**src/rtl/dbtx_pkg.sv**
```systemverilog
package dbtx_pkg;
  localparam int unsigned BUS_W  = 8;
  localparam int unsigned ADDR_W = 2;
  localparam int unsigned DATA_W = 8;
  localparam int unsigned DIV_W  = 8;

  localparam logic [ADDR_W-1:0] REG_HOLD = 2'd0;
  localparam logic [ADDR_W-1:0] REG_CTRL = 2'd1;
  localparam logic [ADDR_W-1:0] REG_DIV  = 2'd2;

  // Control byte, bit 0 is tx_en
  typedef struct packed {
    logic [1:0] spare;
    logic       irq_en;
    logic       fast;
    logic       nine_val;
    logic       nine_en;
    logic       port_en;
    logic       tx_en;
  } ctrl_t;
endpackage

```
**src/rtl/dbtx_regs.sv**
```systemverilog
module dbtx_regs
  import dbtx_pkg::*;
(
  input  logic              clk,
  input  logic              rst_n,
  input  logic              wr_en,
  input  logic [ADDR_W-1:0] wr_addr,
  input  logic [BUS_W-1:0]  wr_data,
  input  logic              active,
  input  logic              load,
  output ctrl_t             ctrl,
  output logic [DIV_W-1:0]  divisor,
  output logic [DATA_W-1:0] hold_data,
  output logic              hold_full,
  output logic              data_wr
);
  assign data_wr = wr_en && (wr_addr == REG_HOLD) && active;

  always_ff @(posedge clk or negedge rst_n) begin
    if (!rst_n) begin
      ctrl      <= '0;
      divisor   <= '0;
      hold_data <= '0;
      hold_full <= 1'b0;
    end else begin
      if (wr_en && wr_addr == REG_CTRL) ctrl <= ctrl_t'(wr_data);
      if (wr_en && wr_addr == REG_DIV)  divisor <= wr_data[DIV_W-1:0];
      if (data_wr) hold_data <= wr_data[DATA_W-1:0];
      hold_full <= active && (data_wr || (hold_full && !load));
    end
  end
endmodule

```
**src/rtl/dbtx_baud.sv**
```systemverilog
module dbtx_baud #(
  parameter int unsigned DIV_W      = 8,
  parameter int unsigned FAST_SHIFT = 4,
  parameter int unsigned SLOW_SHIFT = 6
) (
  input  logic             clk,
  input  logic             rst_n,
  input  logic             run,
  input  logic             restart,
  input  logic [DIV_W-1:0] divisor,
  input  logic             fast,
  output logic             tick
);
  localparam int unsigned CNT_W = DIV_W + SLOW_SHIFT;

  function automatic logic [CNT_W-1:0] period_m1(input logic [DIV_W-1:0] d, input logic f);
    logic [CNT_W:0] p;
    p = {{(CNT_W+1-DIV_W){1'b0}}, d} + {{CNT_W{1'b0}}, 1'b1};
    p = f ? (p << FAST_SHIFT) : (p << SLOW_SHIFT);
    p = p - {{CNT_W{1'b0}}, 1'b1};
    return p[CNT_W-1:0];
  endfunction

  logic [CNT_W-1:0] cnt;
  logic [CNT_W-1:0] reload;

  assign reload = period_m1(divisor, fast);
  assign tick   = run && (cnt == '0);

  always_ff @(posedge clk or negedge rst_n) begin
    if (!rst_n)       cnt <= '0;
    else if (restart) cnt <= reload;
    else if (run)     cnt <= (cnt == '0) ? reload : cnt - 1'b1;
  end
endmodule

```
**src/rtl/dbtx_shifter.sv**
```systemverilog
module dbtx_shifter #(
  parameter int unsigned DATA_W = 8
) (
  input  logic              clk,
  input  logic              rst_n,
  input  logic              active,
  input  logic              hold_full,
  input  logic [DATA_W-1:0] hold_data,
  input  logic              nine_en,
  input  logic              nine_val,
  input  logic              tick,
  output logic              load,
  output logic              frame_end,
  output logic              busy,
  output logic              txd
);
  localparam int unsigned FRAME_MAX = DATA_W + 3;
  localparam int unsigned BCNT_W    = $clog2(FRAME_MAX + 1);

  function automatic logic [FRAME_MAX-1:0] build_frame(input logic [DATA_W-1:0] d,
                                                       input logic en9, input logic v9);
    return {1'b1, (en9 ? v9 : 1'b1), d, 1'b0};
  endfunction

  logic [FRAME_MAX-1:0] shreg;
  logic [BCNT_W-1:0]    bits_left;

  assign frame_end = busy && tick && (bits_left == BCNT_W'(1));
  assign load      = active && hold_full && (!busy || frame_end);
  assign txd       = busy ? shreg[0] : 1'b1;

  always_ff @(posedge clk or negedge rst_n) begin
    if (!rst_n) begin
      busy      <= 1'b0;
      shreg     <= '1;
      bits_left <= '0;
    end else if (!active) begin
      busy      <= 1'b0;
      shreg     <= '1;
      bits_left <= '0;
    end else if (load) begin
      busy      <= 1'b1;
      shreg     <= build_frame(hold_data, nine_en, nine_val);
      bits_left <= nine_en ? BCNT_W'(FRAME_MAX) : BCNT_W'(FRAME_MAX - 1);
    end else if (frame_end) begin
      busy      <= 1'b0;
      bits_left <= '0;
    end else if (busy && tick) begin
      shreg     <= {1'b1, shreg[FRAME_MAX-1:1]};
      bits_left <= bits_left - 1'b1;
    end
  end
endmodule

```
**src/rtl/dbuf_serial_tx.sv**
```systemverilog
module dbuf_serial_tx
  import dbtx_pkg::*;
#(
  parameter int unsigned FAST_SHIFT = 4,
  parameter int unsigned SLOW_SHIFT = 6
) (
  input  logic              clk,
  input  logic              rst_n,
  input  logic              wr_en,
  input  logic [ADDR_W-1:0] wr_addr,
  input  logic [BUS_W-1:0]  wr_data,
  output logic              txd,
  output logic              hold_empty,
  output logic              shift_empty,
  output logic              irq
);
  ctrl_t             ctrl;
  logic [DIV_W-1:0]  divisor;
  logic [DATA_W-1:0] hold_data;
  logic              hold_full;
  logic              data_wr;
  logic              load;
  logic              frame_end;
  logic              busy;
  logic              tick;
  logic              active;
  logic              unused_spare;

  assign active       = ctrl.tx_en && ctrl.port_en;
  assign unused_spare = ^ctrl.spare;

  dbtx_regs u_regs (
    .clk(clk), .rst_n(rst_n), .wr_en(wr_en), .wr_addr(wr_addr), .wr_data(wr_data),
    .active(active), .load(load), .ctrl(ctrl), .divisor(divisor),
    .hold_data(hold_data), .hold_full(hold_full), .data_wr(data_wr)
  );

  dbtx_baud #(.DIV_W(DIV_W), .FAST_SHIFT(FAST_SHIFT), .SLOW_SHIFT(SLOW_SHIFT)) u_baud (
    .clk(clk), .rst_n(rst_n), .run(busy), .restart(load),
    .divisor(divisor), .fast(ctrl.fast), .tick(tick)
  );

  dbtx_shifter #(.DATA_W(DATA_W)) u_shift (
    .clk(clk), .rst_n(rst_n), .active(active), .hold_full(hold_full),
    .hold_data(hold_data), .nine_en(ctrl.nine_en), .nine_val(ctrl.nine_val),
    .tick(tick), .load(load), .frame_end(frame_end), .busy(busy), .txd(txd)
  );

  assign hold_empty  = !hold_full || !active;
  assign shift_empty = !busy || !active;
  assign irq         = hold_empty && ctrl.irq_en;
endmodule

```
**config.mk**
```make
export PLATFORM = sky130hd
export DESIGN_NAME = dbuf_serial_tx
export DESIGN_NICKNAME = d
export VERILOG_FILES = /design/src/rtl/dbtx_pkg.sv /design/src/rtl/dbtx_regs.sv /design/src/rtl/dbtx_baud.sv /design/src/rtl/dbtx_shifter.sv /design/src/rtl/dbuf_serial_tx.sv
export SDC_FILE = /design/constraint.sdc
export NUM_CORES = 1
export LEC_CHECK = 0
export BUFFER_PORTS_ARGS = -buffer_cell sky130_fd_sc_hd__buf_2
export CORE_UTILIZATION = 38
export CTS_CLUSTER_SIZE = 14
export DETAILED_ROUTE_END_ITERATION = 8
export GPL_ROUTABILITY_DRIVEN = 0
export GPL_TIMING_DRIVEN = 0
export SYNTH_ARGS = -nofsm -noshare
export SYNTH_HDL_FRONTEND = slang
export SYNTH_SLANG_ARGS = --single-unit
export TNS_END_PERCENT = 100
```
**constraint.sdc**
```tcl
create_clock -name clk -period 6.45 [get_ports clk]
set_input_delay 0.3225 -clock clk [delete_from_list [all_inputs] [get_ports clk]]
set_output_delay 0.3225 -clock clk [all_outputs]
set_load 0.05 [all_outputs]
```
### Word-level counts from Yosys, hierarchy flattened

Cells that the tools add are included.

| storage, ports and cells | value |
|---|---|
| register bits after elaboration | 53 |
| input bits | 13 |

| operators by class | value |
|---|---|
| multiplexer cells | 18 |
| equality and inequality tests | 7 |
| add/sub/neg operators | 4 |
| reduce and logical (&&, ||, !) cells | 25 |

Operators with widths:

| cell | count |
|---|---|
| 14-bit 2-to-1 mux | 4 |
| 11-bit 2-to-1 mux | 4 |
| 14-bit by 1-bit subtractor with 14-bit output, second input constant | 2 |
| 4-bit 2-to-1 mux | 4 |
| 14-bit logical NOT | 1 |
| 1-bit logical AND | 13 |
| 8-bit by 1-bit adder with 9-bit output, second input constant | 1 |
| 1-bit 2-to-1 mux | 6 |
| 3-bit by 2-bit != test with 1-bit output, second input constant | 2 |
| 4-bit by 1-bit == test with 1-bit output, second input constant | 1 |
| 1-bit logical NOT | 4 |
| 1-bit logical OR | 4 |
| 4-bit by 2-bit != test with 1-bit output, second input constant | 1 |
| 4-bit by 1-bit subtractor with 4-bit output, second input constant | 1 |
| 3-bit != test, second input constant | 1 |
| 2-bit by 1-bit == test with 1-bit output, second input constant | 1 |
| 2-bit == test, second input constant | 1 |
| 2-bit logical NOT | 1 |
| 2-bit AND reduction | 1 |
| 2-bit nonzero test | 1 |

### Depth between registers and ports, before layout

Gate-level depths: netlist (run 1).

| depth | value |
|---|---|
| word-level depth | 10 |
| depth in mapped cells | 9 |
| gate-level depth less buffers | 8 |

### By module

A second synthesis (run 1) with hierarchy kept.

| second synthesis, totals | value |
|---|---|
| cell total of the unflattened synthesis | 336 |
| area total of the unflattened synthesis | 3400.8 sq um |

By module, submodules not included:

| module | seq. area each (sq um) | instances | cells each | area each (sq um) |
|---|---|---|---|---|
| dbtx_baud | 350.3 | 1 | 188 | 1420.1 |
| dbtx_regs | 625.6 | 1 | 56 | 993.5 |
| dbtx_shifter | 387.9 | 1 | 88 | 959.7 |
| dbuf_serial_tx | 0.0 | 1 | 4 | 27.5 |

### Worst setup path before layout (run 1)

Ideal clock, no wire load.

| timing path | value |
|---|---|
| path type | register to register |
| start point | register u_regs.divisor[0] |
| end point | register u_baud.cnt[10] |
| required time | 6.317 ns |
| arrival | 1.882 ns |
| cell stages (with the launch flop) | 9 |
| slack | 4.435 ns |
| clock period less this slack | 2.015 ns |
| cell sequence | dfrtp_1 ha_1 and3_1 buf_4 mux2i_1 nor4_2 and4_4 xor2_1 o211ai_1 |

| on the way | value |
|---|---|
| cells in the longest elaborated chain, start to end | 6 |

RTL lines:

| item | RTL line | RTL |
|---|---|---|
| start, declared | dbtx_regs.sv:12 | `output logic [DIV_W-1:0] divisor,` |
| start signal, assigned | dbtx_regs.sv:27 | `if (wr_en && wr_addr == REG_DIV) divisor <= wr_data[DIV_W-1:0];` |
| 8-bit by 1-bit adder with 9-bit output (*) | dbtx_baud.sv:18 | `p = {{(CNT_W+1-DIV_W){1'b0}}, d} + {{CNT_W{1'b0}}, 1'b1};` |
| 14-bit 2-to-1 mux (*) | dbtx_baud.sv:19 | `p = f ? (p << FAST_SHIFT) : (p << SLOW_SHIFT);` |
| 14-bit by 1-bit subtractor with 14-bit output (*) | dbtx_baud.sv:20 | `p = p - {{CNT_W{1'b0}}, 1'b1};` |
| 14-bit 2-to-1 mux (2 in a row) | dbtx_baud.sv:33 | `else if (run) cnt <= (cnt == '0) ? reload : cnt - 1'b1;` |
| 14-bit 2-to-1 mux (*) | dbtx_baud.sv:32 | `else if (restart) cnt <= reload;` |
| end signal, assigned | dbtx_baud.sv:32 |  |
| end signal, assigned | dbtx_baud.sv:33 |  |
| end, declared | dbtx_baud.sv:24 | `logic [CNT_W-1:0] cnt;` |

Every way passes the cells marked *; elsewhere a longest branch is shown, timed or not. The select of a mux whose other input is x is not followed.
A chain may end at the register's enable or synchronous reset.

### Worst setup path in the final report (run 1)

| timing path | value |
|---|---|
| start point | register u_regs.divisor[0] |
| end point | register u_baud.cnt[11] |

Same word-level chain as after synthesis.

==> impl_results.md, run 1 <==
* Run status: complete, no violations
* Most frequent cell after synthesis: dfrtp_1
* Chip width at 93.9 um
* Initial drt markers at 99
* Detailed placement HPWL at 4870 um
* CTS Sinks at 52
* Leakage at 1.47 nW
* DR DRC count at 0
* Pint at 0.657 mW
* Post-Syn Instances at 322
* Sum Neg Setup Slack at 0 ps
* Crit path launch: u_regs.divisor[0]
* Yosys reg bits at 52
* Vias in the first global route at 2289
* Synthesized area at 3210 sq um
* Final WL at 6700 um
* XOR/XNOR Fraction of Synth Area at 0.0355
* Final Hold Viols at 0
* Slew headroom at 0.215
* Min-delay worst type: in -> async
* Clock root buffer master: clkbuf_8
* Worst VDD drop at 0.000134 V
* Tmin final at 2260 ps
* Vias/cell at 5.49
* Post_cts resized at 0
* Antenna Violating Nets Remaining at 0
* Synth Area in Simple Gates at 0.222
* Arrival time worst endpoint at 2490 ps
* Tot Pwr at 1.08 mW
* Critical Path RT at 6680 ps
* # hold bufs at CTS at 0
* TritonCTS clock tree: yes
* RSZ-0062 raised after global routing: false
* Worst Clk Skew at 11.6 ps
* R2R cell count at 8
* Drt wl/cell at 14.9 um
* Power per cell area at 307 nW/um^2
* Worst r2r src: u_regs.divisor[0]
* Most frequent cells after synthesis: dfrtp_1 (42), nor2_1 (30), a21oi_1 (24)
* Worst setup SP type: register
* Period utilization at 0.351
* Hold_ws at 230 ps
* WS Path Type: reg -> reg
* Core area at 8180 sq um
* Gate power share at 0.367
* First-pass GRT wire length at 11400 um
* Initial Util at 0.392
* GRT Total Usage at 0.164
* Cts bufs inserted at 5
* Ys flop type: dfrtp_1
* F_max at 442 MHz
* Yosys warns at 0
* Rows at 33
* Clk buf depth at 2
* Syn nets at 342
* Via count at 2475
* Nets at 365
* Synthesized area per cell at 9.96 sq um
* Ports at 17
* Largest net degree at the start of global routing at 53
* Antenna cells at 0
* Critical-path maximum fanout at 10
* Antenna violations before repair at 0
* Final Setup Violations at 0
* Register area share after synthesis at 0.410
* Switch Pwr at 0.424 mW
* Utilization after layout at 0.430
* Ys async rst share at 1.00
* Setup Buffers After CTS at 0
* Clock share of power at 0.188
* Largest family of logic cells by synthesized area: simple AND/OR/NAND/NOR gates
* CTS clk-pin slew, worst paths at 100 ps
* Top cell type's share of synthesized area at 0.328
* Reg power frac at 0.446
* Layout cells sized above 1 at 0.254
* Compound-Gate Fraction of Synth Area at 0.150
* FILL cells at 824
* Die ar. at 8810 sq um
* Worst Tran Pin Value at 1180 ps
* Worst-Skew Late Latency at 310 ps
* Crit end category: register
* Multiplexer area fraction after synthesis at 0.118
* H-tree Lvls at 2
* GRT overflow at 0
* Distinct cells, synth at 65
* Sw frac at 0.392
* Final slew viol count at 0
* Synth area leaders: dfrtp_1 (33%), dfstp_2 (8.2%), mux2_2 (7.7%)
* # port buffers at 16
* Largest area contributor in the netlist: dfrtp_1
* Post-synth EDFFs at 0
* Drt pass-1 iters at 4
* Die height at 93.9 um
* Max-Cap Viols at 0
* Area Overhead vs Synth at 9.64%
* Post-synthesis adder-cell area fraction at 0.0273
==> cell usage in the layout, fill, tap and decap left out, types with 2 or more instances in the layout <==
| cell | n |
|---|---|
| a211oi_1 | 2 |
| a21oi_1 | 24 |
| a21oi_2 | 2 |
| a311o_1 | 2 |
| a31oi_1 | 5 |
| and2_1 | 4 |
| and3_1 | 2 |
| and4_4 | 2 |
| buf_2 | 20 |
| buf_4 | 4 |
| buf_6 | 2 |
| clkbuf_8 | 5 |
| dfrtp_1 | 42 |
| dfstp_2 | 10 |
| ha_1 | 7 |
| inv_1 | 11 |
| inv_6 | 2 |
| mux2_2 | 22 |
| mux2i_1 | 13 |
| nand2_1 | 23 |
| nand2_2 | 2 |
| nand2b_1 | 3 |
| nand3_1 | 14 |
| nand3b_1 | 3 |
| nand4_1 | 5 |
| nor2_1 | 30 |
| nor2b_1 | 4 |
| nor3_1 | 7 |
| nor4_1 | 4 |
| nor4_2 | 2 |
| nor4_4 | 3 |
| o211ai_1 | 2 |
| o21ai_0 | 13 |
| o21ai_1 | 3 |
| o21ai_4 | 2 |
| or3_1 | 2 |
| xnor2_1 | 9 |
| xor2_1 | 4 |
==> registers in the layout, indices dropped and copies added (netlist names) <==
register           count
u_regs.ctrl            6
u_shift.bits_left      4
u_regs.hold_data       8
u_shift.shreg         10
u_shift.busy           1
u_regs.divisor         8
u_regs.hold_full       1
u_baud.cnt            14
==> power groups by stage <==
stage	registers [mW]	clock network (mW)	logic [mW]
finish	0.482	0.203	0.396
global route	0.496	0.222	0.445
CTS	0.482	0.212	0.397
detailed placement	0.489	0	0.394
global placement	0.486	0	0.390
floorplan	0.469	0	0.317
==> critical path: stages (launching register included) <==
cell	delay [ps]
dfrtp_1	500
ha_1	300
and3_1	190
buf_4	140
mux2i_1	120
nor4_2	350
nand4b_1	230
xnor2_1	190
o211ai_1	170
==> layer usage <==
layer | track usage | wire (um) | vias to the layer above | share of wire
li1 | - | - | 1226 | -
met1 | 0.237 | 3330 | 1213 | 0.50
met2 | 0.255 | 3090 | 30 | 0.46
met3 | 0.0259 | 223 | 6 | 0.033
met4 | 0.0397 | 61 | 0 | 0.0091
met5 | 0 | 0 | - | 0
==> final cells by class <==
class                           count  area (sq um)  share of cell area
Clock inverter                      3          28.8             0.00819
Multi-Input combinational cell    247          1770               0.504
Buffer                             11          76.3              0.0217
Sequential cell                    52          1310               0.374
Tap cell                          105           131              0.0374
Clock buffer                        5          68.8              0.0196
Inverter                           12          45.0              0.0128
Timing Repair Buffer               16          80.1              0.0228
==> logic make-up (layout without fill, tap and decap cells) <==
| family | Yosys count | count (layout) |
|---|---|---|
| muxes | 35 | 35 |
| AOI/OAI and AO/OA | 72 | 72 |
| buffers and inverters | 23 | 47 |
| adders and majority gates | 7 | 7 |
| xor gates and xnor gates | 13 | 13 |
| and+or+nand+nor | 120 | 120 |
| DFF | 52 | 52 |
==> final timing paths <==
kind	slack [ps]	to
setup / recovery	4190	u_baud.cnt[11]
hold / removal	230	u_baud.cnt[3]
setup reg to reg	4190	u_baud.cnt[11]
hold reg to reg	510	u_shift.shreg[0]
max in group asynchronous	5490	u_regs.divisor[6]
min in group clk	250	u_regs.hold_data[6]
==> through the flow <==
stage | instance area [sq um] | worst slack [ps] | std cells
floorplan | 3210 | 4430 | 322
global placement | 3420 | 4160 | 443
detailed placement | 3420 | 4180 | 443
CTS | 3520 | 4160 | 451
global route | 3520 | 4010 | 451
finish | 3520 | 4190 | 451
(Power assumes the default switching activity.)
==> run 2, diff against run 1 <==
- clock period: 6.45 -> 1.8 ns (I/O delays scaled with it)
==> impl_results.md, run 2 (same netlist as run 1, synthesis figures left out) <==
* Drt wl/cell at 15.9 um (was 14.9 um)
* Nets at 392 (was 365)
* Non-filler cells, final at 478 (was 451)
* Cell area after layout at 4070 sq um (was 3520 sq um)
* Chip width at 93.9 um (unchanged)
* Layout cells sized above 1 at 0.448 (was 0.254)
* Ports at 17 (unchanged)
* Crit end category: register (unchanged)
* Period utilization at 1.09 (was 0.351)
* TritonCTS clock tree: yes (unchanged)
* GRT overflow at 0 (unchanged)
* Critical-path maximum fanout at 4 (was 10)
* Final Hold Viols at 0 (unchanged)
* Failing checks: negative setup slack
* Critical Path RT at 1990 ps (was 6680 ps)
* F_max at 509 MHz (was 442 MHz)
* Placed Cells at 443 (unchanged)
* Sum Neg Setup Slack at -2140 ps (was 0 ps)
* Min-delay worst type: in -> async (unchanged)
* Final slew viol count at 0 (unchanged)
* Commonest non-fill, non-tap cells in the layout: dfrtp_1 (36), buf_4 (24), mux2_2 (22) (was dfrtp_1 (42), nor2_1 (30), a21oi_1 (24))
* Run status: complete, but fails checks (was complete, no violations)
* Core area at 8180 sq um (unchanged)
* Cts bufs inserted at 5 (unchanged)
* Arrival time worst endpoint at 2150 ps (was 2490 ps)
* Initial drt markers at 114 (was 99)
* Antenna Violating Nets Remaining at 0 (unchanged)
* CTS Sinks at 52 (unchanged)
* Tmin final at 1960 ps (was 2260 ps)
* WS Path Type: reg -> reg (unchanged)
* Die height at 93.9 um (unchanged)
* Worst Tran Pin Value at 1170 ps (was 1180 ps)
* Slew headroom at 0.222 (was 0.215)
* Max reg flops at 14 (unchanged)
* Setup ws final at -164 ps (was 4190 ps)
* Vias in the first global route at 2522 (was 2289)
* # hold bufs at CTS at 0 (unchanged)
* Most common cell after layout, fill and taps aside: dfrtp_1 (unchanged)
* Delay-heaviest family, CP: simple AND/OR/NAND/NOR gates (unchanged)
* Power per cell area at 1050 nW/um^2 (was 307 nW/um^2)
* Worst setup SP type: register (unchanged)
* Largest registers: u_baud.cnt x14, u_shift.shreg x10 (unchanged)
* Worst-Skew Late Latency at 320 ps (was 310 ps)
* Leakage at 1.66 nW (was 1.47 nW)
* H-tree Lvls at 2 (unchanged)
* Antenna cells at 0 (unchanged)
* Met1 Use GR at 0.229 (was 0.237)
* GRT busiest layer: met2 (unchanged)
* Placed cell areas at 3450 sq um (was 3420 sq um)
* Clk buf depth at 2 (unchanged)
* DR DRC count at 0 (unchanged)
* Antenna violations before repair at 0 (unchanged)
* Crit path cell chain: ha_4 -> and3_4 -> mux2i_1 -> nor4_2 -> nand4b_1 -> xnor2_1 -> o211ai_1 (was ha_1 -> and3_1 -> buf_4 -> mux2i_1 -> nor4_2 -> nand4b_1 -> xnor2_1 -> o211ai_1)
* Final Setup Violations at 21 (was 0)
* Final WL at 7620 um (was 6700 um)
* Reg2reg setup slack at -160 ps (was 4190 ps)
* Max-Cap Viols at 0 (unchanged)
* Crit path largest cell delay at 480 ps (was 500 ps)
* Rows at 33 (unchanged)
* FILL cells at 789 (was 824)
* Area Overhead vs Synth at 27.0% (was 9.64%)
* Largest net degree at the start of global routing at 53 (unchanged)
* Worst Clk Skew at 13.2 ps (was 11.6 ps)
* Die ar. at 8810 sq um (unchanged)
* First-pass GRT wire length at 12100 um (was 11400 um)
* Via count at 2607 (was 2475)
* Drt pass-1 iters at 4 (unchanged)
* Met3 Resource Use GR at 0.0267 (was 0.0259)
* Critical path buffers and inverters at 0 (was 1)
* Clock root buffer master: clkbuf_8 (unchanged)
* RSZ-0062 raised after global routing: true (was false)
* Post-Place Setup Slack at -244 ps (was 4180 ps)
* Most flops, register: u_baud.cnt (unchanged)
* CTS clk-pin slew, worst paths at 100 ps (about the same)
* CP max stage cell: dfrtp_2 (was dfrtp_1)
* Vias/cell at 5.45 (was 5.49)
* GRT Total Usage at 0.173 (was 0.164)
* Initial Util at 0.392 (unchanged)
* M2 GR Usage at 0.299 (was 0.255)
* # port buffers at 16 (unchanged)
* Worst VDD drop at 0.000562 V (was 0.000134 V)
* Detailed placement HPWL at 5010 um (was 4870 um)
==> run 2: final cells by class <==
type / count / area (sq um) / area share
multi-input cells: 248 / 2080 / 0.510
flip-flops and latches: 52 / 1320 / 0.324
repair buffers: 43 / 319 / 0.0783
well taps: 105 / 131 / 0.0323
plain buffers: 10 / 78.8 / 0.0194
clock buffers: 5 / 68.8 / 0.0169
inverters: 12 / 47.5 / 0.0117
clock inverters: 3 / 28.8 / 0.00707
==> run 2: report_power, final <==
group	total (mW)	switching [mW]	internal (mW)
clock network	0.732	0.438	0.295
logic	1.79	0.975	0.819
registers	1.76	0.323	1.44
total	4.29	1.74	2.55
==> run 2: repair_timing <==
item,in CTS,in global routing
buffers inserted,10,14
endpoints found under the setup margin,25,33
gates cloned,0,4
pin swaps,11,14
resized for setup,16,64
hold endpoints to repair,0,0
==> run 2: path summary, 6_finish.rpt <==
| path | start | cells after the start | endpoint |
|---|---|---|---|
| setup / recovery | u_regs.divisor[0] | 7 | u_baud.cnt[11] |
| hold / removal | rst_n | 1 | u_baud.cnt[6] |
| setup reg to reg | u_regs.divisor[0] | 7 | u_baud.cnt[11] |
| hold reg to reg | u_shift.shreg[0] | 2 | u_shift.shreg[0] |
| max in group asynchronous | rst_n | 1 | u_regs.divisor[1] |
| min in group clk | wr_data[7] | 2 | u_regs.hold_data[7] |
==> run 2: metrics by stage <==
| step | utilization | power [mW] | hold WS (ps) |
|---|---|---|---|
| 6_report | 0.498 | 4.29 | 7.30 |
| 5_1_grt | 0.498 | 4.57 | 8.27 |
| 4_1_cts | 0.451 | 4.09 | 14.2 |
| 3_5_place_dp | 0.422 | 3.18 | 355 |
| 3_3_place_gp | 0.422 | 3.16 | 350 |
| 2_1_floorplan | - | 2.83 | -206 |
==> run 2: per-layer routing <==
layer / vias up / part of all wire
met5: - / 0
met4: 0 / 0.0084
met3: 8 / 0.023
met2: 40 / 0.49
met1: 1284 / 0.48
li1: 1275 / -
==> run 3, diff against run 2 <==
- ABC_AREA: unset -> 1
- TNS_END_PERCENT: 100 -> 30
==> impl_results.md, run 3 <==
* Leakage at 1.83 nW (was 1.66 nW)
* Period utilization at 0.997 (was 1.09)
* Hold_ws at 13.5 ps (was 7.30 ps)
* Area Overhead vs Synth at 21.1% (was 27.0%)
* First-pass GRT wire length at 12800 um (was 12100 um)
* Non-filler cells, final at 573 (was 478)
* Drt wl/cell at 13.2 um (was 15.9 um)
* Min-delay worst type: in -> async (unchanged)
* Final WL at 7540 um (was 7620 um)
* Placed Cells at 550 (was 443)
* Antenna violations before repair at 0 (unchanged)
* Via count at 2876 (was 2607)
* Most common cell after layout, fill and taps aside: nand2_1 (was dfrtp_1)
* Clk buf depth at 2 (unchanged)
* Die height at 93.9 um (unchanged)
* TritonCTS clock tree: yes (unchanged)
* Synthesized area per cell at 7.48 sq um (was 9.96 sq um)
* Worst r2r src: u_regs.divisor[1] (was u_regs.divisor[0])
* # hold bufs at CTS at 0 (unchanged)
* Critical Path RT at 2000 ps (was 1990 ps)
* Vias in the first global route at 2762 (was 2522)
* Largest area contributor in the netlist: dfrtp_1 (unchanged)
* Arrival time worst endpoint at 2000 ps (was 2150 ps)
* # port buffers at 16 (unchanged)
* Crit path largest cell delay at 480 ps (about the same)
* Final slew viol count at 0 (unchanged)
* Detailed placement HPWL at 5110 um (was 5010 um)
* WS Path Type: reg -> reg (unchanged)
* Utilization after layout at 0.475 (was 0.498)
* Run status: complete, no violations (was complete, but fails checks)
* Top cell type's share of synthesized area at 0.328 (unchanged)
* Crit end category: register (unchanged)
* Antenna cells at 0 (unchanged)
* Most frequent cell after synthesis: nand2_1 (was dfrtp_1)
* Syn nets at 449 (was 342)
* Area of the multi-input gates at 1790 sq um (was 2080 sq um)
* Drt pass-1 iters at 4 (unchanged)
* H-tree Lvls at 2 (unchanged)
* Vias/cell at 5.02 (was 5.45)
* Clock root buffer master: clkbuf_8 (unchanged)
* Most frequent CP cell: nand2_1
* Chip width at 93.9 um (unchanged)
* Post-Syn Instances at 429 (was 322)
* FILL cells at 819 (was 789)
* Post-synth EDFFs at 0 (unchanged)
* CTS clk-pin slew, worst paths at 110 ps (was 100 ps)
* Cts bufs inserted at 5 (unchanged)
* Worst Clk Skew at 11.1 ps (was 13.2 ps)
* GRT overflow at 0 (unchanged)
* F_max at 557 MHz (was 509 MHz)
* Layout cells sized above 1 at 0.276 (was 0.448)
* Register area share after synthesis at 0.410 (unchanged)
* Initial Util at 0.392 (unchanged)
* DR DRC count at 0 (unchanged)
* Final Setup Violations at 0 (was 21)
* Distinct cells, synth at 39 (was 65)
* Core area at 8180 sq um (unchanged)
* Synthesized area at 3210 sq um (unchanged)
* FF-to-FF End: u_baud.cnt[11] (unchanged)
* Max-Cap Viols at 0 (unchanged)
* Sum Neg Setup Slack at 0 ps (was -2140 ps)
* Reg2reg setup slack at 5 ps (was -160 ps)
* Worst setup SP type: register (unchanged)
* CTS Sinks at 52 (unchanged)
* Critical-path maximum fanout at 4 (unchanged)
* Most flops, register: u_baud.cnt (unchanged)
* CP max stage cell: dfrtp_2 (unchanged)
* Synth area leaders: dfrtp_1 (33%), nand2_1 (13%), dfstp_2 (8.2%) (was dfrtp_1 (33%), dfstp_2 (8.2%), mux2_2 (7.7%))
* Worst Tran Pin Value at 1200 ps (was 1170 ps)
* Ys async rst share at 1.00 (unchanged)
* Final Hold Viols at 0 (unchanged)
* Most frequent cells after synthesis: nand2_1 (115), inv_1 (53), nand3_1 (50) (was dfrtp_1 (42), nor2_1 (30), a21oi_1 (24))
* Initial drt markers at 99 (was 114)
* Power per cell area at 1200 nW/um^2 (was 1050 nW/um^2)
* Largest net degree at the start of global routing at 53 (unchanged)
* Ports at 17 (unchanged)
* Die ar. at 8810 sq um (unchanged)
* Yosys warns at 0 (unchanged)
* Slew headroom at 0.201 (was 0.222)
* Commonest non-fill, non-tap cells in the layout: nand2_1 (104), inv_1 (49), nand3_1 (43) (was dfrtp_1 (36), buf_4 (24), mux2_2 (22))
* Register Area at 1320 sq um (about the same)
* GRT Total Usage at 0.184 (was 0.173)
* Largest registers: u_baud.cnt x14, u_shift.shreg x10 (unchanged)
* Antenna Violating Nets Remaining at 0 (unchanged)
* Yosys reg bits at 52 (unchanged)
* Worst VDD drop at 0.000453 V (was 0.000562 V)
* Tmin final at 1790 ps (was 1960 ps)
* RSZ-0062 raised after global routing: true (unchanged)
* Max reg flops at 14 (unchanged)
* Crit path cell chain: ha_4 -> nand2_2 -> nand2_1 -> a31oi_2 -> nand3_2 -> o21ai_1 -> nand3_1 -> nand2_1 -> o21ai_0 (was ha_4 -> and3_4 -> mux2i_1 -> nor4_2 -> nand4b_1 -> xnor2_1 -> o211ai_1)
* Ys flop type: dfrtp_1 (unchanged)
* R2R cell count at 9 (was 7)
* Worst-Skew Late Latency at 320 ps (about the same)
* Rows at 33 (unchanged)
* Nets at 487 (was 392)
==> run 3: cell count changes after synthesis, moves of 17 or more <==
| cell | delta |
|---|---|
| a21oi_1 | -17 |
| inv_1 | +42 |
| mux2_2 | -22 |
| nand2_1 | +92 |
| nand3_1 | +36 |
| o21ai_0 | +28 |
==> run 3: per-layer routing <==
metal  up-vias  GRT usage  part of all wire
met5         -          0                 0
met4         0     0.0436             0.014
met3        10     0.0218             0.021
met2        35      0.311              0.49
met1      1358      0.249              0.48
li1       1473          -                 -
==> run 3: kinds of logic (layout without fill, tap and decap cells) <==
kind of cell               after synthesis  after routing  share of synthesized area
AOI/OAI and AO/OA                       73             73                      0.135
xor gates and xnor gates                 8              8                     0.0219
adders and majority gates                7              7                     0.0273
buffers and inverters                   72            111                     0.0929
DFF                                     52             52                      0.410
and+or+nand+nor                        217            217                      0.313
==> run 3: power breakdown <==
part,switching [mW],internal [mW],total [mW]
clock,0.447,0.285,0.732
sequential,0.224,1.42,1.65
combinational,1.39,0.902,2.29
total,2.06,2.61,4.67
==> run 3: worst max path at each step <==
stage,start,end,slack (ps),depth (start not counted)
detailed placement,u_regs.divisor[0],u_baud.cnt[10],-190,10
CTS,u_baud.cnt[1],u_shift.shreg[7],-30,12
global route,u_regs.divisor[1],u_baud.cnt[13],-120,11
finish,u_regs.divisor[1],u_baud.cnt[11],5,9
global placement,u_regs.divisor[0],u_baud.cnt[10],-180,10
floorplan,u_regs.divisor[0],u_baud.cnt[10],30,8
==> run 3: critical path, delay by kind of cell, from the launching register on <==
| family | cells | cell delay (ps) |
|---|---|---|
| simple gates | 5 | 500 |
| flops | 1 | 480 |
| compound gates | 3 | 450 |
| fa+ha+maj | 1 | 260 |
==> run 3: stage by stage <==
| step | power [mW] | area [sq um] | worst slack, ps |
|---|---|---|---|
| floorplan | 3.10 | 3210 | 27.9 |
| detailed placement | 3.51 | 3420 | -194 |
| global route | 5.06 | 3880 | -120 |
| CTS | 4.51 | 3740 | -34.5 |
| global placement | 3.50 | 3420 | -179 |
| finish | 4.67 | 3880 | 5.12 |
==> run 3: repair_timing <==
action	in CTS	in global routing
resized for setup	32	38
pin swaps	8	9
setup endpoints to repair	26	26
cloned	2	0
buffers inserted	11	2
==> run 3: area by class of cell <==
cell class	instances	area share
Clock inverter	3	0.00645
Timing Repair Buffer	31	0.0606
Sequential cell	52	0.339
Buffer	13	0.0235
Multi-Input combinational cell	305	0.461
Tap cell	105	0.0338
Clock buffer	5	0.0177
Inverter	59	0.0577
